**src/rtl/gsl_pkg.sv**
```systemverilog
package gsl_pkg;

    localparam int unsigned GSL_DEF_CHANNELS = 32;
    localparam int unsigned GSL_DEF_WORD_W   = 8;
    localparam int unsigned GSL_DEF_SYNC     = 2;

    typedef enum logic [1:0] {
        EDGE_NONE = 2'b00,
        EDGE_RISE = 2'b01,
        EDGE_FALL = 2'b10
    } edge_kind_e;

    typedef struct packed {
        logic       active;
        edge_kind_e kind;
    } xfer_evt_t;

    function automatic int unsigned gsl_next_slot(input int unsigned cur,
                                                  input int unsigned last);
        return (cur >= last) ? cur : cur + 1;
    endfunction

    function automatic edge_kind_e gsl_classify(input logic prev, input logic now);
        case ({prev, now})
            2'b01:   return EDGE_RISE;
            2'b10:   return EDGE_FALL;
            default: return EDGE_NONE;
        endcase
    endfunction

endpackage

```
**src/rtl/gsl_front_sync.sv**
```systemverilog
module gsl_front_sync
    import gsl_pkg::*;
#(
    parameter int unsigned W      = GSL_DEF_WORD_W,
    parameter int unsigned STAGES = GSL_DEF_SYNC
) (
    input  logic             clk,
    input  logic             rst,
    input  logic             sclk_raw,
    input  logic             sel_raw,
    input  logic [W-1:0]     data_raw,
    output logic             sel_sync,
    output logic [W-1:0]     data_sync,
    output xfer_evt_t        evt
);
    localparam int unsigned LAST = STAGES - 1;

    logic [STAGES-1:0] sclk_pipe;
    logic [STAGES-1:0] sel_pipe;
    logic [W-1:0]      data_pipe [STAGES];
    logic              sclk_prev;

    always_ff @(posedge clk) begin
        if (rst) begin
            sclk_pipe <= '0;
            sel_pipe  <= '0;
            sclk_prev <= 1'b0;
            for (int i = 0; i < STAGES; i++) data_pipe[i] <= '0;
        end else begin
            sclk_pipe[0] <= sclk_raw;
            sel_pipe[0]  <= sel_raw;
            data_pipe[0] <= data_raw;
            for (int i = 1; i < STAGES; i++) begin
                sclk_pipe[i] <= sclk_pipe[i-1];
                sel_pipe[i]  <= sel_pipe[i-1];
                data_pipe[i] <= data_pipe[i-1];
            end
            sclk_prev <= sclk_pipe[LAST];
        end
    end

    always_comb begin
        evt.kind   = gsl_classify(sclk_prev, sclk_pipe[LAST]);
        evt.active = (evt.kind != EDGE_NONE);
        sel_sync   = sel_pipe[LAST];
        data_sync  = data_pipe[LAST];
    end

endmodule

```
**src/rtl/gsl_load_ctrl.sv**
```systemverilog
module gsl_load_ctrl
    import gsl_pkg::*;
#(
    parameter int unsigned N_CH = GSL_DEF_CHANNELS,
    localparam int unsigned PW  = (N_CH > 1) ? $clog2(N_CH) : 1
) (
    input  logic           clk,
    input  logic           rst,
    input  logic           sel_sync,
    input  xfer_evt_t      evt,
    output logic           wr_en,
    output logic [PW-1:0]  wr_ptr,
    output logic           full
);
    localparam int unsigned LAST_SLOT = N_CH - 1;

    logic at_last;

    always_comb begin
        at_last = (int'(wr_ptr) == int'(LAST_SLOT));
        wr_en   = evt.active && sel_sync && !full;
    end

    always_ff @(posedge clk) begin
        if (rst) begin
            wr_ptr <= '0;
            full   <= 1'b0;
        end else if (!sel_sync) begin
            wr_ptr <= '0;
            full   <= 1'b0;
        end else if (wr_en) begin
            wr_ptr <= PW'(gsl_next_slot(int'(wr_ptr), LAST_SLOT));
            if (at_last) full <= 1'b1;
        end
    end

endmodule

```
**src/rtl/gsl_word_bank.sv**
```systemverilog
module gsl_word_bank
    import gsl_pkg::*;
#(
    parameter int unsigned N_CH = GSL_DEF_CHANNELS,
    parameter int unsigned W    = GSL_DEF_WORD_W,
    localparam int unsigned PW  = (N_CH > 1) ? $clog2(N_CH) : 1
) (
    input  logic              clk,
    input  logic              rst,
    input  logic              wr_en,
    input  logic [PW-1:0]     wr_ptr,
    input  logic [W-1:0]      wr_data,
    output logic [N_CH*W-1:0] words
);
    for (genvar ch = 0; ch < N_CH; ch++) begin : g_ch
        logic [W-1:0] slot_q;
        logic         hit;

        assign hit = wr_en && (int'(wr_ptr) == ch);

        always_ff @(posedge clk) begin
            if (rst)      slot_q <= '0;
            else if (hit) slot_q <= wr_data;
        end

        assign words[ch*W +: W] = slot_q;
    end

endmodule

```
**src/rtl/gs_byte_loader.sv**
```systemverilog
module gs_byte_loader
    import gsl_pkg::*;
#(
    parameter int unsigned N_CH   = GSL_DEF_CHANNELS,
    parameter int unsigned W      = GSL_DEF_WORD_W,
    parameter int unsigned STAGES = GSL_DEF_SYNC,
    localparam int unsigned PW    = (N_CH > 1) ? $clog2(N_CH) : 1
) (
    input  logic              clk,
    input  logic              rst,
    input  logic              sclk_in,
    input  logic              sel_in,
    input  logic [W-1:0]      data_in,
    output logic              sel_out,
    output logic [N_CH*W-1:0] chan_words
);
    logic          sel_s;
    logic [W-1:0]  data_s;
    xfer_evt_t     evt_s;
    logic          wr_en;
    logic [PW-1:0] wr_ptr;
    logic          full;

    gsl_front_sync #(.W(W), .STAGES(STAGES)) u_front (
        .clk       (clk),
        .rst       (rst),
        .sclk_raw  (sclk_in),
        .sel_raw   (sel_in),
        .data_raw  (data_in),
        .sel_sync  (sel_s),
        .data_sync (data_s),
        .evt       (evt_s)
    );

    gsl_load_ctrl #(.N_CH(N_CH)) u_ctrl (
        .clk      (clk),
        .rst      (rst),
        .sel_sync (sel_s),
        .evt      (evt_s),
        .wr_en    (wr_en),
        .wr_ptr   (wr_ptr),
        .full     (full)
    );

    gsl_word_bank #(.N_CH(N_CH), .W(W)) u_bank (
        .clk     (clk),
        .rst     (rst),
        .wr_en   (wr_en),
        .wr_ptr  (wr_ptr),
        .wr_data (data_s),
        .words   (chan_words)
    );

    assign sel_out = full;

endmodule

```
**config.mk**
```make
export PLATFORM = sky130hd
export DESIGN_NAME = gs_byte_loader
export DESIGN_NICKNAME = d
export VERILOG_FILES = /design/src/rtl/gsl_pkg.sv /design/src/rtl/gsl_front_sync.sv /design/src/rtl/gsl_load_ctrl.sv /design/src/rtl/gsl_word_bank.sv /design/src/rtl/gs_byte_loader.sv
export SDC_FILE = /design/constraint.sdc
export NUM_CORES = 1
export LEC_CHECK = 0
export BUFFER_PORTS_ARGS = -buffer_cell sky130_fd_sc_hd__buf_2
export CAP_MARGIN = 20
export CORE_ASPECT_RATIO = 0.5
export CORE_MARGIN = 2
export CORE_UTILIZATION = 36
export CTS_CLUSTER_SIZE = 20
export DETAILED_ROUTE_END_ITERATION = 10
export GPL_TIMING_DRIVEN = 0
export PLACE_DENSITY = 0.59
export SLEW_MARGIN = 20
export SYNTH_ARGS = -nofsm -noshare
export SYNTH_HDL_FRONTEND = slang
export SYNTH_SLANG_ARGS = --single-unit
```
**constraint.sdc**
```tcl
create_clock -name clk -period 2.7 [get_ports clk]
set_input_delay 0.135 -clock clk [delete_from_list [all_inputs] [get_ports clk]]
set_output_delay 0.135 -clock clk [all_outputs]
set_load 0.02 [all_outputs]
```
==> flow_metrics.tcl, run 1 <==
set metrics [dict create \
    grt_max_degree 16 \
    rr_worst_depth 5 \
    period_needed_ps 2435 \
    rows 44 \
    fin_hold_ws_ps 263.2 \
    dp_cells 1638 \
    route.final.wire_length_mm 30.72 \
    drive_gt1_share_pct 27.34 \
    finalPower_mw 8.487 \
    grt_overflow_total 0 \
    io_buffer_count 267 \
    cp_slowest_cell "nor4bb_1" \
    worstPathArrival_ps 2860 \
    avgRoutedWirePerCell_microns 18.10 \
    die_y_microns 124.5 \
    power.leakage_nw 6.666 \
    fin_cells 1697 \
    n_antenna_cell 0 \
    drc_errors 0 \
    rr_startpoint "u_ctrl.wr_ptr[0]$_SDFFE_PP0P_" \
    area_delta_synth_final_pct 27.41 \
    cts_root_buf "clkbuf_16" \
    htreeDepth 1 \
    clock_sinks 283 \
    path_cells "ha_1, nor4bb_1, nand3_2, mux2i_1, nor2_1" \
    fin_skew_ps 11.55 \
    synth_area_leader_cell "dfxtp_1" \
    synth_area_sq_um 10460 \
    setup-tns-final_ps 0 \
    synth_warnings 0 \
    place_area_sq_um 12280 \
    dr.pass1.iters 4 \
    holdBufCountCts 10 \
    synthDistinctLibCells 35 \
    hold_violations 0 \
    worst-path-max-fanout 8 \
    final_area_sq_um 13320 \
    outcome "completed" \
    synth.area.top_cells "dfxtp_1 54%, mux2i_1 24%, nor2_1 9.0%" \
    fp.dieW_microns 245.0 \
    r2r_slack_ps 260 \
    critPathKind "flip-flop to flip-flop" \
    r2r_end "u_bank.g_ch[7].slot_q[4]$_SDFFE_PP0P_" \
    clk_path_buf_depth 3 \
    numCtsBuffers 27 \
    cpPeakStageDelay_ps 830 \
    final-setup-viol-count 0 \
    place.gp.congestion 0.8233 \
    antenna_found_initial 0 \
    start_util_pct 36.32 \
    required_ps 3130 \
    ant_nets 0 \
    slew_violations 0 \
    cts_tree "done" \
    rsz0062_at_grt "no" \
    hp-start "rst" \
    fmax_mhz 410.6 \
    min_path_type "input pin to flip-flop" \
    ys_ff_latch 283 \
    clkLatencyLatePin_ps 550 \
    start_kind "flip-flop" \
    via_per_inst 4.658 \
    worst_slew_pin_slew_ps 940.0 \
    post-place-ws_ps 293.3 \
    cts.repair.resized 0 \
    synth_seq_area_share_pct 54.18 \
    cts.clk_slew.worst_paths_ps 70 \
    synth_top_area_share_pct 54.18 \
    pin_count 269 \
    finish.utilization_pct 46.27 \
    post_cts_buffers 0 \
    synthCells 980 \
    coreArea_sq_um 28790 \
    max-slew-margin-rel_pct 36.48 \
    num_vias 7905 \
    nNetsFinal 1304 \
    syn_area_per_cell_sq_um 10.67 \
    fin_ws_ps 264.8 \
    cap_violations 0 \
    peakVddDrop_mv 0.3896 \
    hold_path_depth 3 \
    drt_iter0_markers 356 \
    worstHoldEndpoint "u_bank.g_ch[3].slot_q[4]$_SDFFE_PP0P_" \
    critPathCaptureType "flip-flop" \
    die_area_sq_um 30510 \
    fillerInstances 2705 \
    mappedNetlistNets 998 \
    grt_pass1_vias 7823 \
    power.density_nw_per_um2 637.0 \
    grt_pass1_wl_mm 46.31 \
    place_hpwl_mm 22.12 \
    period_share_pct 90.19 \
    grtUsageTotal_pct 19.65 \
]
==> layout make-up <==
type	instances	area, sq um	share of cell area [%]
buffer	74	311.5	2.338
clock buffer	36	759.5	5.701
clock inverter	13	181.4	1.362
inverter	4	15.01	0.1127
multi-input combinational	619	4464	33.51
sequential	283	5665	42.52
tap	391	489.2	3.672
timing repair buffer	277	1436	10.78
==> placed cells by master, fill, tap and decap left out, types with 2 or more instances in the layout <==
cell	instances
nand4b_1	2
nor2_1	252
nor4bb_1	4
bufinv_16	4
nand2_1	18
a21oi_1	10
dlygate4sd3_1	10
nor4_4	4
buf_2	274
ha_1	6
dfxtp_1	283
nand2b_1	4
nand3_1	5
inv_1	4
nand3_2	10
and3_1	2
nor3_4	11
clkinv_4	2
nand4b_2	3
mux2i_1	250
clkinv_2	4
nand4_2	3
nor2b_1	24
clkbuf_8	5
buf_1	2
buf_4	2
clkbuf_1	65
clkinvlp_4	2
clkbuf_16	27
==> worst max-delay path: cells and delay by family, from the launching register on <==
| kind | cells | cell delay (ps) |
|---|---|---|
| AND/OR/NAND/NOR | 3 | 1350 |
| flip-flops | 1 | 430 |
| multiplexers | 1 | 270 |
| adder cells (fa/ha/maj) | 1 | 240 |
==> registers in the layout, summed over array words and instances, names as in the netlist <==
register / cells
u_bank.g_ch.slot_q: 256
u_ctrl.full: 1
u_ctrl.wr_ptr: 5
u_front.data_pipe: 16
u_front.sclk_pipe: 2
u_front.sclk_prev: 1
u_front.sel_pipe: 2
==> metal layers <==
metal / GRT usage, % / share of wire (%) / vias up
li1: - / - / 3863
met3: 3.426 / 4.3 / 63
met2: 33.83 / 49 / 186
met5: 0 / 0 / -
met1: 24.96 / 44 / 3793
met4: 6.277 / 3.1 / 0
==> cell families (layout without fill, tap and decap cells) <==
logic type	count (synthesis)	in the layout	share of synthesized area (%)
buffers and inverters	78	404	3.123
xor gates and xnor gates	3	3	0.4308
DFF	283	283	54.18
adders and majority gates	6	6	0.7179
AOI/OAI and AO/OA	13	13	0.7299
and+or+nand+nor	347	347	16.88
muxes	250	250	23.93
==> where the power goes <==
part	switching (mW)	leakage, nW	internal, mW
clock	1.69	0.459	2.36
sequential	0.0130	2.28	4.19
combinational	0.176	3.92	0.0569
total	1.88	6.67	6.61
==> synth_stat cells, drive strengths merged <==
| cell | instances |
|---|---|
| a211oi | 1 |
| a21oi | 10 |
| a221oi | 1 |
| and2 | 1 |
| and3 | 2 |
| and4 | 1 |
| buf | 12 |
| clkbuf | 62 |
| dfxtp | 283 |
| ha | 6 |
| inv | 4 |
| mux2i | 250 |
| nand2 | 18 |
| nand2b | 4 |
| nand3 | 15 |
| nand4 | 3 |
| nand4b | 5 |
| nor2 | 252 |
| nor2b | 24 |
| nor3 | 12 |
| nor4 | 4 |
| nor4bb | 4 |
| o21ai | 1 |
| or3 | 1 |
| or3b | 1 |
| xnor2 | 2 |
| xor2 | 1 |
==> worst max path at each step <==
| stage | slack [ps] | start | to |
|---|---|---|---|
| final | 260 | u_ctrl.wr_ptr[0]$_SDFFE_PP0P_ | u_bank.g_ch[7].slot_q[4]$_SDFFE_PP0P_ |
| after global routing | 50 | u_ctrl.wr_ptr[0]$_SDFFE_PP0P_ | u_bank.g_ch[7].slot_q[4]$_SDFFE_PP0P_ |
| after CTS | 290 | u_ctrl.wr_ptr[3]$_SDFFE_PP0P_ | u_ctrl.wr_ptr[1]$_SDFFE_PP0P_ |
| after detailed placement | 290 | u_ctrl.wr_ptr[3]$_SDFFE_PP0P_ | u_ctrl.wr_ptr[1]$_SDFFE_PP0P_ |
| after global placement | 320 | u_ctrl.wr_ptr[0]$_SDFFE_PP0P_ | u_bank.g_ch[7].slot_q[7]$_SDFFE_PP0P_ |
| after floorplan | 540 | u_ctrl.wr_ptr[3]$_SDFFE_PP0P_ | u_ctrl.wr_ptr[1]$_SDFFE_PP0P_ |
Note: power is estimated with default switching activity, not from simulation.
==> run 2: changes to the inputs <==
==> constraint.sdc (replaced) <==
create_clock -name clk -period 2.7 [get_ports clk]
set_input_delay 0.54 -clock clk [delete_from_list [all_inputs] [get_ports clk]]
set_output_delay 0.54 -clock clk [all_outputs]
set_load 0.02 [all_outputs]
==> run 2 against run 1 <==
Net effect:
- sequential power is essentially flat
- routed wire length fell by 0.31%
- power fell by 0.25%
- critical path depth did not move
- combinational power shrank 6%
- global-route usage barely moved
- first-iteration DRC count rose by 12%
- final area is 0.75% lower
- non-clock buffer count down 10
- hold slack got worse by 65 ps
- clock skew is 1.1 ps lower
- critical path type unchanged
- critical endpoint unchanged
==> flow_metrics.tcl, run 2 (synthesis gave the netlist of run 1 again) <==
set metrics [dict create \
    outcome "completed" \
    ant_nets 0 \
    place.gp.congestion 0.8233 \
    clk_path_buf_depth 3 \
    htreeDepth 1 \
    rsz0062_at_grt "no" \
    p_sw_mw 1.866 \
    seq_power_share_pct 49.6 \
    path_cells "ha_1, nor4bb_1, nand3_2, mux2i_1, nor2_1" \
    cpPeakStageDelay_ps 840 \
    antenna_found_initial 0 \
    setup-tns-final_ps 0 \
    min_path_type "input pin to flip-flop" \
    slew_violations 0 \
    worstPathArrival_ps 2870 \
    num_vias 7834 \
    cap_violations 0 \
    route.final.wire_length_mm 30.62 \
    nNetsFinal 1294 \
    cts.repair.resized 0 \
    drc_errors 0 \
    grt_pass1_wl_mm 46.24 \
    period_needed_ps 2444 \
    r2r_slack_ps 260 \
    pin_count 269 \
    seqCellArea_sq_um 5665 \
    clkLatencyLatePin_ps 550 \
    post_cts_buffers 0 \
    rr_startpoint "u_ctrl.wr_ptr[0]$_SDFFE_PP0P_" \
    start_util_pct 36.32 \
    mostFrequentLayoutCell "dfxtp_1" \
    finish.utilization_pct 45.92 \
    max-slew-margin-rel_pct 35.59 \
    power.density_nw_per_um2 640.2 \
    worst_slew_pin_slew_ps 953.2 \
    clock_sinks 283 \
    top_register "u_bank.g_ch.slot_q" \
    hp-start "data_in[1]" \
    power.leakage_nw 6.624 \
    cts.clk_slew.worst_paths_ps 60 \
    hold_path_depth 2 \
    power_frac_comb_pct 2.6 \
    holdBufCountCts 0 \
    drt_iter0_markers 397 \
    io_buffer_count 267 \
    period_share_pct 90.52 \
    avgRoutedWirePerCell_microns 18.15 \
    top_regs "u_bank.g_ch.slot_q: 256 flops, u_front.data_pipe: 16 flops, u_ctrl.wr_ptr: 5 flops" \
    rr_worst_depth 5 \
    cp_slowest_cell "nor4bb_1" \
    place_hpwl_mm 22.12 \
    cts_root_buf "clkbuf_16" \
    area_delta_synth_final_pct 26.46 \
    cts_tree "done" \
    critPathCaptureType "flip-flop" \
    grt_pass1_vias 7757 \
    rows 44 \
    worst-path-max-fanout 8 \
    fillerInstances 2705 \
    hold_violations 0 \
    final-setup-viol-count 0 \
    multi_input_area_sq_um 4464 \
    required_ps 3130 \
    mostFrequentLayoutCells "283 x dfxtp_1, 274 x buf_2, 252 x nor2_1" \
    via_per_inst 4.644 \
    grtUsageTotal_pct 19.64 \
    critPathKind "flip-flop to flip-flop" \
    fmax_mhz 409.1 \
    start_kind "flip-flop" \
    dr.pass1.iters 4 \
    sw_frac_of_total_pct 22.04 \
    peakVddDrop_mv 0.3889 \
    largest_reg_flops 256 \
    grt_overflow_total 0 \
    n_antenna_cell 0 \
    power_frac_clock_pct 47.8 \
    die_area_sq_um 30510 \
    fp.dieW_microns 245.0 \
    r2r_end "u_bank.g_ch[7].slot_q[4]$_SDFFE_PP0P_" \
    drive_gt1_share_pct 27.55 \
    p_int_mw 6.600 \
    worstHoldEndpoint "u_front.data_pipe[0][1]$_SDFF_PP0_" \
    fin_skew_ps 10.40 \
    coreArea_sq_um 28790 \
    die_y_microns 124.5 \
    numCtsBuffers 27 \
    grt_max_degree 16 \
]
-- run 2: changes by cell type in the layout (fill, tap and decap cells not counted), sizes merged --
cell,delta
dlygate4sd3,-10
-- run 2: critical path, delay by kind of cell, from the launching register on --
family	cells	cell delay, ps
and+or+nand+nor	3	1370
DFF	1	430
muxes	1	270
adders and majority gates	1	240
-- run 2: power groups by stage --
| stage | Clock [mW] | Sequential, mW | Combinational (mW) |
|---|---|---|---|
| after detailed placement | 0 | 4.30 | 0.223 |
| after global routing | 4.32 | 4.20 | 0.240 |
| after CTS | 4.15 | 4.20 | 0.224 |
| after global placement | 0 | 4.30 | 0.217 |
| after floorplan | 0 | 4.29 | 0.136 |
| final | 4.05 | 4.20 | 0.219 |
-- run 2: layout make-up --
| type | count | share of cell area, % |
|---|---|---|
| clock inverters | 13 | 1.372 |
| well taps | 391 | 3.700 |
| clock buffers | 36 | 5.744 |
| repair buffers | 267 | 10.11 |
| flip-flops and latches | 283 | 42.85 |
| plain buffers | 74 | 2.356 |
| multi-input cells | 619 | 33.76 |
| inverters | 4 | 0.1136 |
-- run 2: how the worst max path moves through the flow --
| stage | endpoint | slack (ps) | start | cells past startpoint |
|---|---|---|---|---|
| floorplan | u_ctrl.wr_ptr[1]$_SDFFE_PP0P_ | 540 | u_ctrl.wr_ptr[3]$_SDFFE_PP0P_ | 8 |
| global placement | u_bank.g_ch[7].slot_q[7]$_SDFFE_PP0P_ | 320 | u_ctrl.wr_ptr[0]$_SDFFE_PP0P_ | 5 |
| detailed placement | u_ctrl.wr_ptr[1]$_SDFFE_PP0P_ | 290 | u_ctrl.wr_ptr[3]$_SDFFE_PP0P_ | 8 |
| CTS | u_ctrl.wr_ptr[1]$_SDFFE_PP0P_ | 290 | u_ctrl.wr_ptr[3]$_SDFFE_PP0P_ | 8 |
| global route | u_bank.g_ch[7].slot_q[4]$_SDFFE_PP0P_ | 50 | u_ctrl.wr_ptr[0]$_SDFFE_PP0P_ | 5 |
| finish | u_bank.g_ch[7].slot_q[4]$_SDFFE_PP0P_ | 260 | u_ctrl.wr_ptr[0]$_SDFFE_PP0P_ | 5 |
-- run 2: through the flow --
step / power (mW) / hold WS, ps / cell area (sq um) / setup WS, ps / std cells
floorplan: 4.426 / 413.8 / 10460 / 542.9 / 980
global placement: 4.512 / 422.1 / 12280 / 318.2 / 1638
CTS: 8.573 / 172.2 / 13220 / 286.7 / 1687
global route: 8.762 / 185.9 / 13220 / 52.84 / 1687
detailed placement: 4.519 / 423.9 / 12280 / 293.3 / 1638
finish: 8.466 / 197.8 / 13220 / 255.9 / 1687
-- run 2: metal layers --
metal,global-route usage (%),part of all wire [%]
met5,0,0
met4,5.918,2.8
met3,3.448,4.0
met2,33.93,49
met1,24.96,44
==> run 3: changes to the inputs <==
ABC_AREA = 1   (was unset)
==> run 3 against run 2 <==
Net effect:
- final area is 0.21% higher
- critical path depth rose by 5
- register-to-register slack better by 240 ps
- fmax grew 11%
- power is 4.5% higher
- clock-buffer cell count up 1
- synthesized cell count increased by 35%
- sequential cell count unchanged
- sequential share of layout area down 0.089 points
- die area down 0.58%
- non-clock buffer count rose by 12
- worst setup slack improved by 240 ps
- critical path type unchanged
- highest routed layer unchanged
==> flow_metrics.tcl, run 3 <==
set metrics [dict create \
    numCtsBuffers 28 \
    cts.clk_slew.worst_paths_ps 70 \
    synth_area_sq_um 10390 \
    mostFrequentLayoutCell "nor2_1" \
    avgRoutedWirePerCell_microns 17.92 \
    power_frac_clock_pct 49.8 \
    via_per_inst 5.053 \
    synth_seq_area_share_pct 54.51 \
    setup-tns-final_ps 0 \
    synth.area.top_cells "dfxtp_1 55%, nor2_1 12%, o21ai_0 10%" \
    drt_iter0_markers 792 \
    mappedNetlistNets 1344 \
    area_delta_synth_final_pct 27.48 \
    synthMuxAreaShare_pct 0 \
    rows 43 \
    synth_top_flop_cell "dfxtp_1" \
    min_path_type "input pin to flip-flop" \
    synth_top_area_share_pct 54.51 \
    die_area_sq_um 30330 \
    ant_nets 0 \
    critPathCaptureType "flip-flop" \
    start_util_pct 37.08 \
    synthCells 1326 \
    post_cts_buffers 0 \
    synth_edf_count 0 \
    largest_reg_flops 256 \
    met3_length_mm 2.414 \
    synth_xor_area_share_pct 0.08427 \
    final-setup-viol-count 0 \
    grt_max_degree 15 \
    worstPathArrival_ps 2650 \
    io_buffer_count 267 \
    hold_violations 0 \
    holdBufCountCts 0 \
    outcome "completed" \
    clk_path_buf_depth 3 \
    period_needed_ps 2206 \
    fmax_mhz 453.2 \
    top_regs "u_bank.g_ch.slot_q: 256 flops, u_front.data_pipe: 16 flops, u_ctrl.wr_ptr: 5 flops" \
    grtUsageTotal_pct 22.94 \
    dr.pass1.iters 5 \
    grt_overflow_total 0 \
    place.gp.congestion 0.9308 \
    die_y_microns 124.2 \
    power.density_nw_per_um2 667.7 \
    clock_sinks 283 \
    ys_top_cells_by_count "340 x nor2_1, 283 x dfxtp_1, 217 x o21ai_0" \
    critPathKind "flip-flop to flip-flop" \
    yosysMostFrequentCell "nor2_1" \
    slew_violations 0 \
    routed.top_layer "met4" \
    synth_top_family_by_area "simple AND/OR/NAND/NOR gates" \
    coreArea_sq_um 28030 \
    synth_area_leader_cell "dfxtp_1" \
    fin_ws_ps 493.5 \
    synth_warnings 0 \
    synth-adder-area-share_pct 0.7223 \
    pin_count 269 \
    fin_skew_ps 16.69 \
    post-place-ws_ps 407.9 \
    p_int_mw 6.953 \
    start_kind "flip-flop" \
    rsz0062_at_grt "no" \
    synth_compound_area_share_pct 12.54 \
    worst_slew_pin_slew_ps 830.9 \
    m1WireLength_mm 15.97 \
    ys_ff_latch 283 \
    synthSimpleGateAreaFrac_pct 26.92 \
    route.final.wire_length_mm 36.32 \
    syn_area_per_cell_sq_um 7.838 \
    grt_pass1_wl_mm 53.54 \
    synthDistinctLibCells 24 \
    htreeDepth 1 \
    async_flop_share_pct 0 \
    drc_errors 0 \
    sw_frac_of_total_pct 21.41 \
    cts.repair.resized 0 \
    top_register "u_bank.g_ch.slot_q" \
    place_hpwl_mm 25.94 \
    required_ps 3140 \
    drive_gt1_share_pct 22.63 \
    power_frac_comb_pct 2.7 \
    p_sw_mw 1.894 \
    route.met2.wl_mm 16.91 \
    clkLatencyLatePin_ps 560 \
    nNetsFinal 1641 \
    mostFrequentLayoutCells "340 x nor2_1, 292 x buf_2, 283 x dfxtp_1" \
    period_share_pct 81.72 \
    antenna_found_initial 1 \
    power.leakage_nw 5.905 \
    max-slew-margin-rel_pct 44.60 \
    cts_tree "done" \
    seq_power_share_pct 47.5 \
    grt_pass1_vias 9477 \
    cap_violations 0 \
    num_vias 10240 \
    fp.dieW_microns 244.3 \
    worst-path-max-fanout 10 \
    cts_root_buf "clkbuf_16" \
    peakVddDrop_mv 0.3559 \
]
run 3: cell types whose count changed after synthesis, moves of 7 or more:
cell      change
nand2_1      +59
clkbuf_1      -7
nor2b_1      -24
nor2_1       +88
nand3_2      -10
nor3_1      +159
nand2_2      +18
mux2i_1     -250
buf_2        +18
nand3_1      +38
nor3_4        -9
o21ai_0     +216
inv_1        +37
a21oi_1      +32
run 3: through the flow:
step | total power [mW] | instances | utilization (%) | hold slack [ps] | area [sq um]
2_1_floorplan | 4.428 | 1326 | - | 388.3 | 10390
3_3_place_gp | 4.530 | 1975 | 43.55 | 396.2 | 12210
3_5_place_dp | 4.532 | 1975 | 43.55 | 400.6 | 12210
4_1_cts | 8.921 | 2026 | 47.26 | 180.4 | 13250
5_1_grt | 9.125 | 2027 | 47.27 | 193.0 | 13250
6_report | 8.847 | 2027 | 47.27 | 197.0 | 13250
run 3: final cells by class:
cell class / count / area (sq um)
well taps: 382 / 478.0
inverters: 43 / 161.4
plain buffers: 86 / 381.6
clock inverters: 14 / 254.0
clock buffers: 37 / 785.8
fillers: 2707 / 14780
diodes: 1 / 2.502
flip-flops and latches: 283 / 5665
multi-input cells: 914 / 4185
repair buffers: 267 / 1336
run 3: layer usage:
layer / GRT usage [%] / vias to the layer above
met5: 0 / -
met4: 6.974 / 0
met3: 4.697 / 77
met2: 39.24 / 353
met1: 29.47 / 4816
li1: - / 4996
run 3: worst max-delay path, cell delays in order, from the launching register on:
cell and delay (ps):
dfxtp_1 390, ha_1 260, inv_1 140, nor2_1 180, ha_1 170, clkbuf_1 360, inv_1 200, nand3_1 220
nand2_1 80, nand2_1 70, nor2_1 40
run 3: path summary, 6_finish.rpt:
check	startpoint	endpoint	slack (ps)	cells past startpoint
max	u_ctrl.wr_ptr[0]$_SDFFE_PP0P_	u_ctrl.wr_ptr[1]$_SDFFE_PP0P_	490	10
min	data_in[5]	u_front.data_pipe[0][5]$_SDFF_PP0_	200	3
max reg2reg	u_ctrl.wr_ptr[0]$_SDFFE_PP0P_	u_ctrl.wr_ptr[1]$_SDFFE_PP0P_	490	10
min reg2reg	u_front.data_pipe[0][5]$_SDFF_PP0_	u_front.data_pipe[0][13]$_SDFF_PP0_	410	2
run 3: kinds of logic (layout without fill, tap and decap cells):
logic type | after synthesis | after routing
other | 0 | 1
flip-flops | 283 | 283
XOR/XNOR | 1 | 1
AO/OA/AOI/OAI | 260 | 260
AND/OR/NAND/NOR | 647 | 647
adder cells (fa/ha/maj) | 6 | 6
buffers and inverters | 129 | 447
run 3: power groups by stage:
stage               combinational [mW]  sequential [mW]  clock (mW)
floorplan                        0.133             4.29           0
global placement                 0.230             4.30           0
detailed placement               0.233             4.30           0
CTS                              0.234             4.21        4.48
global route                     0.258             4.20        4.66
finish                           0.237             4.21        4.40
